[config.mk]
export PLATFORM = sky130hd
export DESIGN_NAME = load_fmt
export DESIGN_NICKNAME = d
export VERILOG_FILES = /design/src/rtl/load_fmt_pkg.sv /design/src/rtl/load_ea_dec.sv /design/src/rtl/load_lane_fmt.sv /design/src/rtl/load_fmt.sv
export SDC_FILE = /design/constraint.sdc
export NUM_CORES = 1
export LEC_CHECK = 0
export BUFFER_PORTS_ARGS = -buffer_cell sky130_fd_sc_hd__buf_4
export CAP_MARGIN = 0
export CORE_ASPECT_RATIO = 1.25
export CORE_MARGIN = 8
export CORE_UTILIZATION = 56
export CTS_BUF_LIST = sky130_fd_sc_hd__clkbuf_4 sky130_fd_sc_hd__clkbuf_8
export DETAILED_ROUTE_END_ITERATION = 8
export GPL_TIMING_DRIVEN = 0
export PLACE_DENSITY = 0.85
export SYNTH_ARGS = -nofsm -noshare
export SYNTH_HDL_FRONTEND = slang
export SYNTH_HIERARCHICAL = 1
export SYNTH_SLANG_ARGS = --single-unit
[constraint.sdc]
create_clock -name clk_i -period 2.7 [get_ports clk_i]
set_input_delay 0.405 -clock clk_i [delete_from_list [all_inputs] [get_ports clk_i]]
set_output_delay 0.405 -clock clk_i [all_outputs]
set_load 0.05 [all_outputs]
[src/rtl/load_fmt_pkg.sv]
package load_fmt_pkg;
  typedef enum logic [5:0] {
    OP_LB  = 6'h20,
    OP_LH  = 6'h21,
    OP_LW  = 6'h23,
    OP_LBU = 6'h24,
    OP_LHU = 6'h25
  } ld_op_e;

  typedef enum logic [1:0] {SZ_BYTE, SZ_HALF, SZ_WORD} ld_size_e;

  typedef struct packed {
    logic     valid;
    ld_size_e size;
    logic     sext;
  } ld_dec_t;

  typedef enum logic [1:0] {ST_IDLE, ST_REQ, ST_WAIT, ST_DONE} ld_state_e;
endpackage

[src/rtl/load_ea_dec.sv]
module load_ea_dec
  import load_fmt_pkg::*;
#(
  parameter int AW   = 32,
  parameter int OFFW = 16
) (
  input  logic [5:0]      opcode_i,
  input  logic [AW-1:0]   base_i,
  input  logic [OFFW-1:0] offset_i,
  output logic [AW-1:0]   ea_o,
  output ld_dec_t         dec_o,
  output logic            misalign_o
);
  assign ea_o = base_i + {{(AW-OFFW){offset_i[OFFW-1]}}, offset_i};

  always_comb begin
    dec_o = '{valid: 1'b0, size: SZ_BYTE, sext: 1'b0};
    case (opcode_i)
      OP_LB:  dec_o = '{valid: 1'b1, size: SZ_BYTE, sext: 1'b1};
      OP_LBU: dec_o = '{valid: 1'b1, size: SZ_BYTE, sext: 1'b0};
      OP_LH:  dec_o = '{valid: 1'b1, size: SZ_HALF, sext: 1'b1};
      OP_LHU: dec_o = '{valid: 1'b1, size: SZ_HALF, sext: 1'b0};
      OP_LW:  dec_o = '{valid: 1'b1, size: SZ_WORD, sext: 1'b0};
      default: ;
    endcase
  end

  always_comb begin
    case (dec_o.size)
      SZ_HALF: misalign_o = ea_o[0];
      SZ_WORD: misalign_o = |ea_o[1:0];
      default: misalign_o = 1'b0;
    endcase
  end
endmodule

[src/rtl/load_lane_fmt.sv]
module load_lane_fmt
  import load_fmt_pkg::*;
#(
  parameter int DW         = 32,
  parameter bit BIG_ENDIAN = 1'b1,
  localparam int NB        = DW / 8,
  localparam int LW        = $clog2(NB)
) (
  input  logic [DW-1:0] word_i,
  input  logic [LW-1:0] lane_i,
  input  ld_size_e      size_i,
  input  logic          sext_i,
  output logic [DW-1:0] data_o
);
  logic [LW-1:0] byte_idx;
  logic [LW-2:0] half_idx;

  generate
    if (BIG_ENDIAN) begin : g_be
      assign byte_idx = LW'(NB - 1) - lane_i;
      assign half_idx = (LW-1)'(NB/2 - 1) - lane_i[LW-1:1];
    end else begin : g_le
      assign byte_idx = lane_i;
      assign half_idx = lane_i[LW-1:1];
    end
  endgenerate

  logic [DW-1:0] byte_sh, half_sh;
  logic [7:0]    byte_v;
  logic [15:0]   half_v;

  assign byte_sh = word_i >> {byte_idx, 3'b000};
  assign half_sh = word_i >> {half_idx, 4'b0000};
  assign byte_v  = byte_sh[7:0];
  assign half_v  = half_sh[15:0];

  always_comb begin
    case (size_i)
      SZ_BYTE: data_o = {{(DW-8){sext_i & byte_v[7]}}, byte_v};
      SZ_HALF: data_o = {{(DW-16){sext_i & half_v[15]}}, half_v};
      default: data_o = word_i;
    endcase
  end
endmodule

[src/rtl/load_fmt.sv]
module load_fmt
  import load_fmt_pkg::*;
#(
  parameter int DW         = 32,
  parameter int OFFW       = 16,
  parameter bit BIG_ENDIAN = 1'b1
) (
  input  logic            clk_i,
  input  logic            rst_ni,
  input  logic            req_valid_i,
  output logic            req_ready_o,
  input  logic [5:0]      opcode_i,
  input  logic [DW-1:0]   base_i,
  input  logic [OFFW-1:0] offset_i,
  output logic            mem_req_valid_o,
  input  logic            mem_req_ready_i,
  output logic [DW-1:0]   mem_addr_o,
  input  logic            mem_rsp_valid_i,
  input  logic [DW-1:0]   mem_rsp_data_i,
  input  logic            mem_rsp_err_i,
  output logic            res_valid_o,
  output logic            res_wen_o,
  output logic [DW-1:0]   res_data_o,
  output logic            res_align_fault_o,
  output logic            res_mem_fault_o
);
  localparam int LW = $clog2(DW / 8);

  ld_state_e     state_q;
  logic [DW-1:0] ea, ea_q, fmt_data;
  ld_dec_t       dec;
  logic          misalign;
  ld_size_e      size_q;
  logic          sext_q;

  load_ea_dec #(.AW(DW), .OFFW(OFFW)) u_ea_dec (
    .opcode_i  (opcode_i),
    .base_i    (base_i),
    .offset_i  (offset_i),
    .ea_o      (ea),
    .dec_o     (dec),
    .misalign_o(misalign)
  );

  load_lane_fmt #(.DW(DW), .BIG_ENDIAN(BIG_ENDIAN)) u_lane_fmt (
    .word_i(mem_rsp_data_i),
    .lane_i(ea_q[LW-1:0]),
    .size_i(size_q),
    .sext_i(sext_q),
    .data_o(fmt_data)
  );

  always_ff @(posedge clk_i or negedge rst_ni) begin
    if (!rst_ni) begin
      state_q           <= ST_IDLE;
      ea_q              <= '0;
      size_q            <= SZ_BYTE;
      sext_q            <= 1'b0;
      res_wen_o         <= 1'b0;
      res_data_o        <= '0;
      res_align_fault_o <= 1'b0;
      res_mem_fault_o   <= 1'b0;
    end else begin
      case (state_q)
        ST_IDLE: if (req_valid_i) begin
          ea_q              <= ea;
          size_q            <= dec.size;
          sext_q            <= dec.sext;
          res_wen_o         <= 1'b0;
          res_data_o        <= '0;
          res_mem_fault_o   <= 1'b0;
          res_align_fault_o <= dec.valid & misalign;
          // unknown opcodes and misaligned loads skip memory
          state_q <= (dec.valid && !misalign) ? ST_REQ : ST_DONE;
        end
        ST_REQ: if (mem_req_ready_i) state_q <= ST_WAIT;
        ST_WAIT: if (mem_rsp_valid_i) begin
          res_wen_o       <= !mem_rsp_err_i;
          res_mem_fault_o <= mem_rsp_err_i;
          res_data_o      <= mem_rsp_err_i ? '0 : fmt_data;
          state_q         <= ST_DONE;
        end
        default: state_q <= ST_IDLE;
      endcase
    end
  end

  assign req_ready_o     = (state_q == ST_IDLE);
  assign mem_req_valid_o = (state_q == ST_REQ);
  assign mem_addr_o      = {ea_q[DW-1:LW], {LW{1'b0}}};
  assign res_valid_o     = (state_q == ST_DONE);
endmodule

# Word level (Yosys, flattened, before mapping)
# Cells that the tools add are included.
dict set report word_totals {
  register_bits 72
  wordCells 57
  inputBits 92
}
dict set report op_classes {
  n_reduce_logical 10
  bitwise 3
  n_eq_ne 14
  n_addsub 3
  n_shift 2
  n_mux 17
}
# cell n
set op_table {}
lappend op_table {{$pmux 32 s2} 2}
lappend op_table {{$mux 32} 3}
lappend op_table {{$add 32x32->32} 1}
lappend op_table {{$shr 32x5->16} 1}
lappend op_table {{$shr 32x5->8} 1}
lappend op_table {{$eq 6x6->1 const B} 5}
lappend op_table {{$pmux 4 s5} 1}
lappend op_table {{$mux 2} 4}
lappend op_table {{$eq 2x1->1 const B} 3}
lappend op_table {{$eq 2x2->1 const B} 3}
lappend op_table {{$pmux 1 s2} 3}
lappend op_table {{$pmux 2 s3} 1}
lappend op_table {{$reduce_and 3->1} 2}
lappend op_table {{$logic_not 2->1} 2}
lappend op_table {{$ne 2x2->1 const B} 2}
lappend op_table {{$and 1x1->1} 3}
lappend op_table {{$mux 1} 3}
lappend op_table {{$logic_not 1->1} 2}
lappend op_table {{$ne 2x1->1 const B} 1}
lappend op_table {{$reduce_and 2->1} 1}
lappend op_table {{$reduce_bool 2->1} 1}
lappend op_table {{$reduce_or 2->1} 1}
lappend op_table {{$sub 2x2->2 const A} 1}
lappend op_table {{$logic_and 1x1->1} 1}
lappend op_table {{$sub 1x1->1 const A} 1}

# Depth between registers and ports, before layout
dict set report logic_depth {
  depth_word 9
  ltp_mapped 10
}

# Modules after synthesis
# Netlist, hierarchy kept.
# mod instances cells_per_inst seq_area_each_um2 area_each_um2
set by_module_without_submodules {}
lappend by_module_without_submodules {load_fmt 1 213 1801.7 3078.0}
lappend by_module_without_submodules {load_ea_dec 1 245 0.0 1741.7}
lappend by_module_without_submodules {load_lane_fmt 1 106 0.0 798.3}

# Worst setup path before layout
# Ideal clock, no wire load.
dict set report synth_path {
  path_type {in2reg}
  startpoint {input port base_i[0]}
  endpoint {register ea_q[18]}
  t_arrival_ns 2.654
  n_path_buf 0
  path_slack_ns -0.078
  cell_stages 10
  setup_time_ns 0.125
  path_cell_list {ha_1 -> fa_1 -> a211oi_1 -> o21ai_1 -> a41o_1 -> a21o_1 -> a31oi_1 -> o21ai_1 -> xor2_1 -> mux2_2}
}
dict set report synth_between {
  elab_chain_cells 1
}
# element line
set synth_lines {}
lappend synth_lines {{start: declaration} load_fmt.sv:13} ;# input logic [DW-1:0] base_i,
lappend synth_lines {{$add 32x32->32} load_ea_dec.sv:14} ;# assign ea_o = base_i + {{(AW-OFFW){offset_i[OFFW-1]}}, offset_i};
lappend synth_lines {{net ea[18]} load_fmt.sv:30} ;# logic [DW-1:0] ea, ea_q, fmt_data;
lappend synth_lines {{end signal: assignment} load_fmt.sv:56} ;# ea_q <= '0;
lappend synth_lines {{end signal: assignment} load_fmt.sv:66} ;# ea_q <= ea;
lappend synth_lines {{end: declaration} load_fmt.sv:30}
# The timed path passes the listed nets, and every way through them passes these cells.
# A chain may end at the register's enable or synchronous reset.

# Final worst setup path
dict set report layout_path {
  startpoint {input port base_i[0]}
  endpoint {register ea_q[22]}
}
# The elaborated chain is that of the path after synthesis.

==> results by group <==
Run status
  • Status: finished, final reports clean

Placement
  • Hpwl dp: 12900 um
  • PortBufs: 159
  • GPL Wtd Cong: 0.957

STA
  • Skew final: 0.0113 ns
  • Least-Margin Pin Slew: 0.926 ns
  • Min cycle time layout: 2.68 ns
  • Sum Neg Setup Slack: 0 ns
  • Slew margin rel.: 0.382
  • Fmax achieved: 373 MHz
  • Slew Viols, Final: 0
  • Fin crit share: 0.993
  • RSZ-0062 raised after global routing: true
  • Final Hold Fails: 0
  • Final setup fails: 0

Die
  • Core area: 0.00995 mm^2
  • Starting Density: 0.564
  • I/O Pins: 162
  • Die area: 0.0135 mm^2
  • Row cnt: 41
  • Die height: 128 um
  • Die Wd: 106 um

Synthesis
  • Mapped Area: 0.00562 mm^2
  • Cell count after synthesis: 564
  • Yosys reg bits: 72
  • Share of synthesized registers carrying an async set or reset: 1.00
  • Primary FF master, synth: dfrtp_1
  • Sequential share of the synthesized area: 0.321
  • Unique masters post-synth: 74
  • Syn avg cell area: 9.96 um^2
  • Yosys warns: 6
  • Post-synth EDFFs: 0

Hold path
  • Worst min-delay path class: input port to asynchronous set/reset pin

Setup path
  • Crit end category: register
  • Worst R2R Start: ea_q[1]
  • Crit Path Class: input port to register
  • Worst EP required: 2.93 ns
  • Worst R2R Path Depth: 6
  • Critical path data arrival time: 2.91 ns
  • Startpoint types: input port
  • R2r setup slk: 0.86 ns
  • Crit-path max FO: 4
  • Reg2reg end: res_data_o[23]

Global routing
  • M2 GR Usage: 0.431
  • Met3 usage: 0.0644
  • Largest net degree at the start of global routing: 73
  • Met1 usage: 0.244
  • GRT Total Usage: 0.236
  • Antenna violations before repair: 0
  • Overflow after GRT: 0
  • Global-route wire length before repair: 25900 um
  • Most used routing layer: met2
  • Number of global-route vias before repair: 5323

Pwr
  • Worst vdd ir: 0.702 mV
  • Leakage power: 3.54 nW
  • Power Density: 972 mW/mm^2

Detailed routing
  • Routed via count: 5162
  • First-pass DRT Iterations: 7
  • Final ANT Viol Nets: 0
  • Vias per cell: 5.93
  • Total wire length: 16300 um
  • Initial DRC Count: 184
  • Routed len/inst: 18.7 um
  • DRC: 0

Clock tree
  • Clock root buffer: clkbuf_8
  • Inserted Clock Buffers: 9
  • CTS tree: done
  • H-tree Lvls: 3
  • Clock buffer depth: 2
  • Clock Sinks: 72
  • Clock Pin Slew Worst Setup and Hold Paths: 0.08 ns
  • Clk_lat worst skew: 0.35 ns

Layout
  • Share of cells above drive strength 1: 0.406
  • Most frequent cells in the layout: buf_4, dfrtp_1, a21oi_1
  • ANT cells: 0
  • # nets final: 869
  • Final core utilization: 0.728
  • Most common cell after layout, fill and taps aside: buf_4
  • Layout area overhead: 29.0%

Run
  • Max-cap violations: 0
per-layer routing:
| layer | up-vias | routed length (um) |
|---|---|---|
| met5 | - | 0 |
| met4 | 0 | 645 |
| met3 | 43 | 1270 |
| met2 | 237 | 8500 |
| met1 | 2465 | 5860 |
| li1 | 2417 | - |
cell usage after synthesis, drive strengths merged, types with 2 or more instances:
cell type	instances	area share
mux2	47	0.096
o211ai	4	0.0062
inv	13	0.0087
xnor2	19	0.030
clkbuf	13	0.0087
nor3	9	0.0089
o2bb2ai	2	0.0031
o22a	14	0.022
and3	2	0.0022
or2	2	0.0022
and2	2	0.0022
a22o	31	0.049
nand3	2	0.0018
a221o	2	0.0036
nor2	19	0.014
nand4	6	0.0067
a21o	19	0.026
a211oi	6	0.0098
a21oi	62	0.059
o21bai	4	0.0053
a31oi	5	0.0056
o31ai	2	0.0027
o21a	2	0.0027
a22oi	11	0.017
nand2	34	0.025
o21ai	18	0.016
buf	50	0.073
xor2	12	0.019
o221ai	9	0.017
nor2b	3	0.0033
ha	40	0.089
dfrtp	72	0.32
nand2b	4	0.0058
nor3b	2	0.0036
critical path, cell delays in order:
cell	delay [ns]
buf_4	0.11
ha_1	0.22
fa_2	0.38
a211oi_2	0.27
o21ai_1	0.13
a41o_2	0.34
a211oi_4	0.29
o21ai_1	0.16
a31oi_1	0.26
xnor2_1	0.09
mux2_2	0.26
report_power, final:
group	total, mW	switching [mW]	leakage [nW]	internal, mW
Clock	0.961	0.439	0.113	0.522
Sequential	1.65	0.221	0.927	1.43
Combinational	4.44	2.62	2.50	1.81
state kept, by name, summed over array words and instances, names as in the netlist:
name and cells:
size_q 2, ea_q 32, state_q 2, res_wen_o 1, res_mem_fault_o 1, res_align_fault_o 1, res_data_o 32, sext_q 1
logic make-up after synthesis:
family	share of synthesized area
AO/OA/AOI/OAI	0.260
XOR/XNOR	0.0483
adder cells (fa/ha/maj)	0.0927
buffers and inverters	0.0909
flip-flops	0.321
multiplexers	0.0973
other	0.000668
AND/OR/NAND/NOR	0.0891
area by class of cell:
| cell class | count | area (um^2) |
|---|---|---|
| Multi-Input combinational cell | 416 | 3350 |
| Fill cell | 764 | 2700 |
| Sequential cell | 72 | 1800 |
| Timing Repair Buffer | 161 | 1210 |
| Buffer | 62 | 454 |
| Tap cell | 129 | 161 |
| Clock buffer | 9 | 124 |
| Clock inverter | 7 | 96.3 |
| Inverter | 14 | 52.6 |
stage by stage:
stage               setup WS (ns)  cell area [um^2]  total power, mW  hold WS (ns)  instances
floorplan                  0.0424              5640             4.93         0.109        565
global placement           -0.328              6990             6.00         0.470        853
detailed placement         -0.377              6990             6.09         0.493        853
CTS                        0.0223              7220             7.07         0.227        869
global route              -0.0398              7250             7.40         0.253        870
finish                     0.0193              7250             7.05         0.180        870
worst max-delay path by stage:
stage              start  endpoint  slack, ns  cells past startpoint
2_1_floorplan  base_i[0]  ea_q[18]       0.04                     10
3_3_place_gp   base_i[0]  ea_q[22]      -0.33                     11
3_5_place_dp   base_i[0]  ea_q[22]      -0.38                     11
4_1_cts        base_i[0]  ea_q[22]       0.02                     11
5_1_grt        base_i[0]  ea_q[22]      -0.04                     11
6_report       base_i[0]  ea_q[22]       0.02                     11
what timing repair did:
item	CTS	global route
resized for setup	1	4
endpoints found under the hold margin	0	0
buffers inserted	0	2
pin swaps	1	4
gates cloned	0	0
hold buffers	0	0
endpoints found under the setup margin	2	6
Note: power is estimated with default switching activity, not from simulation.
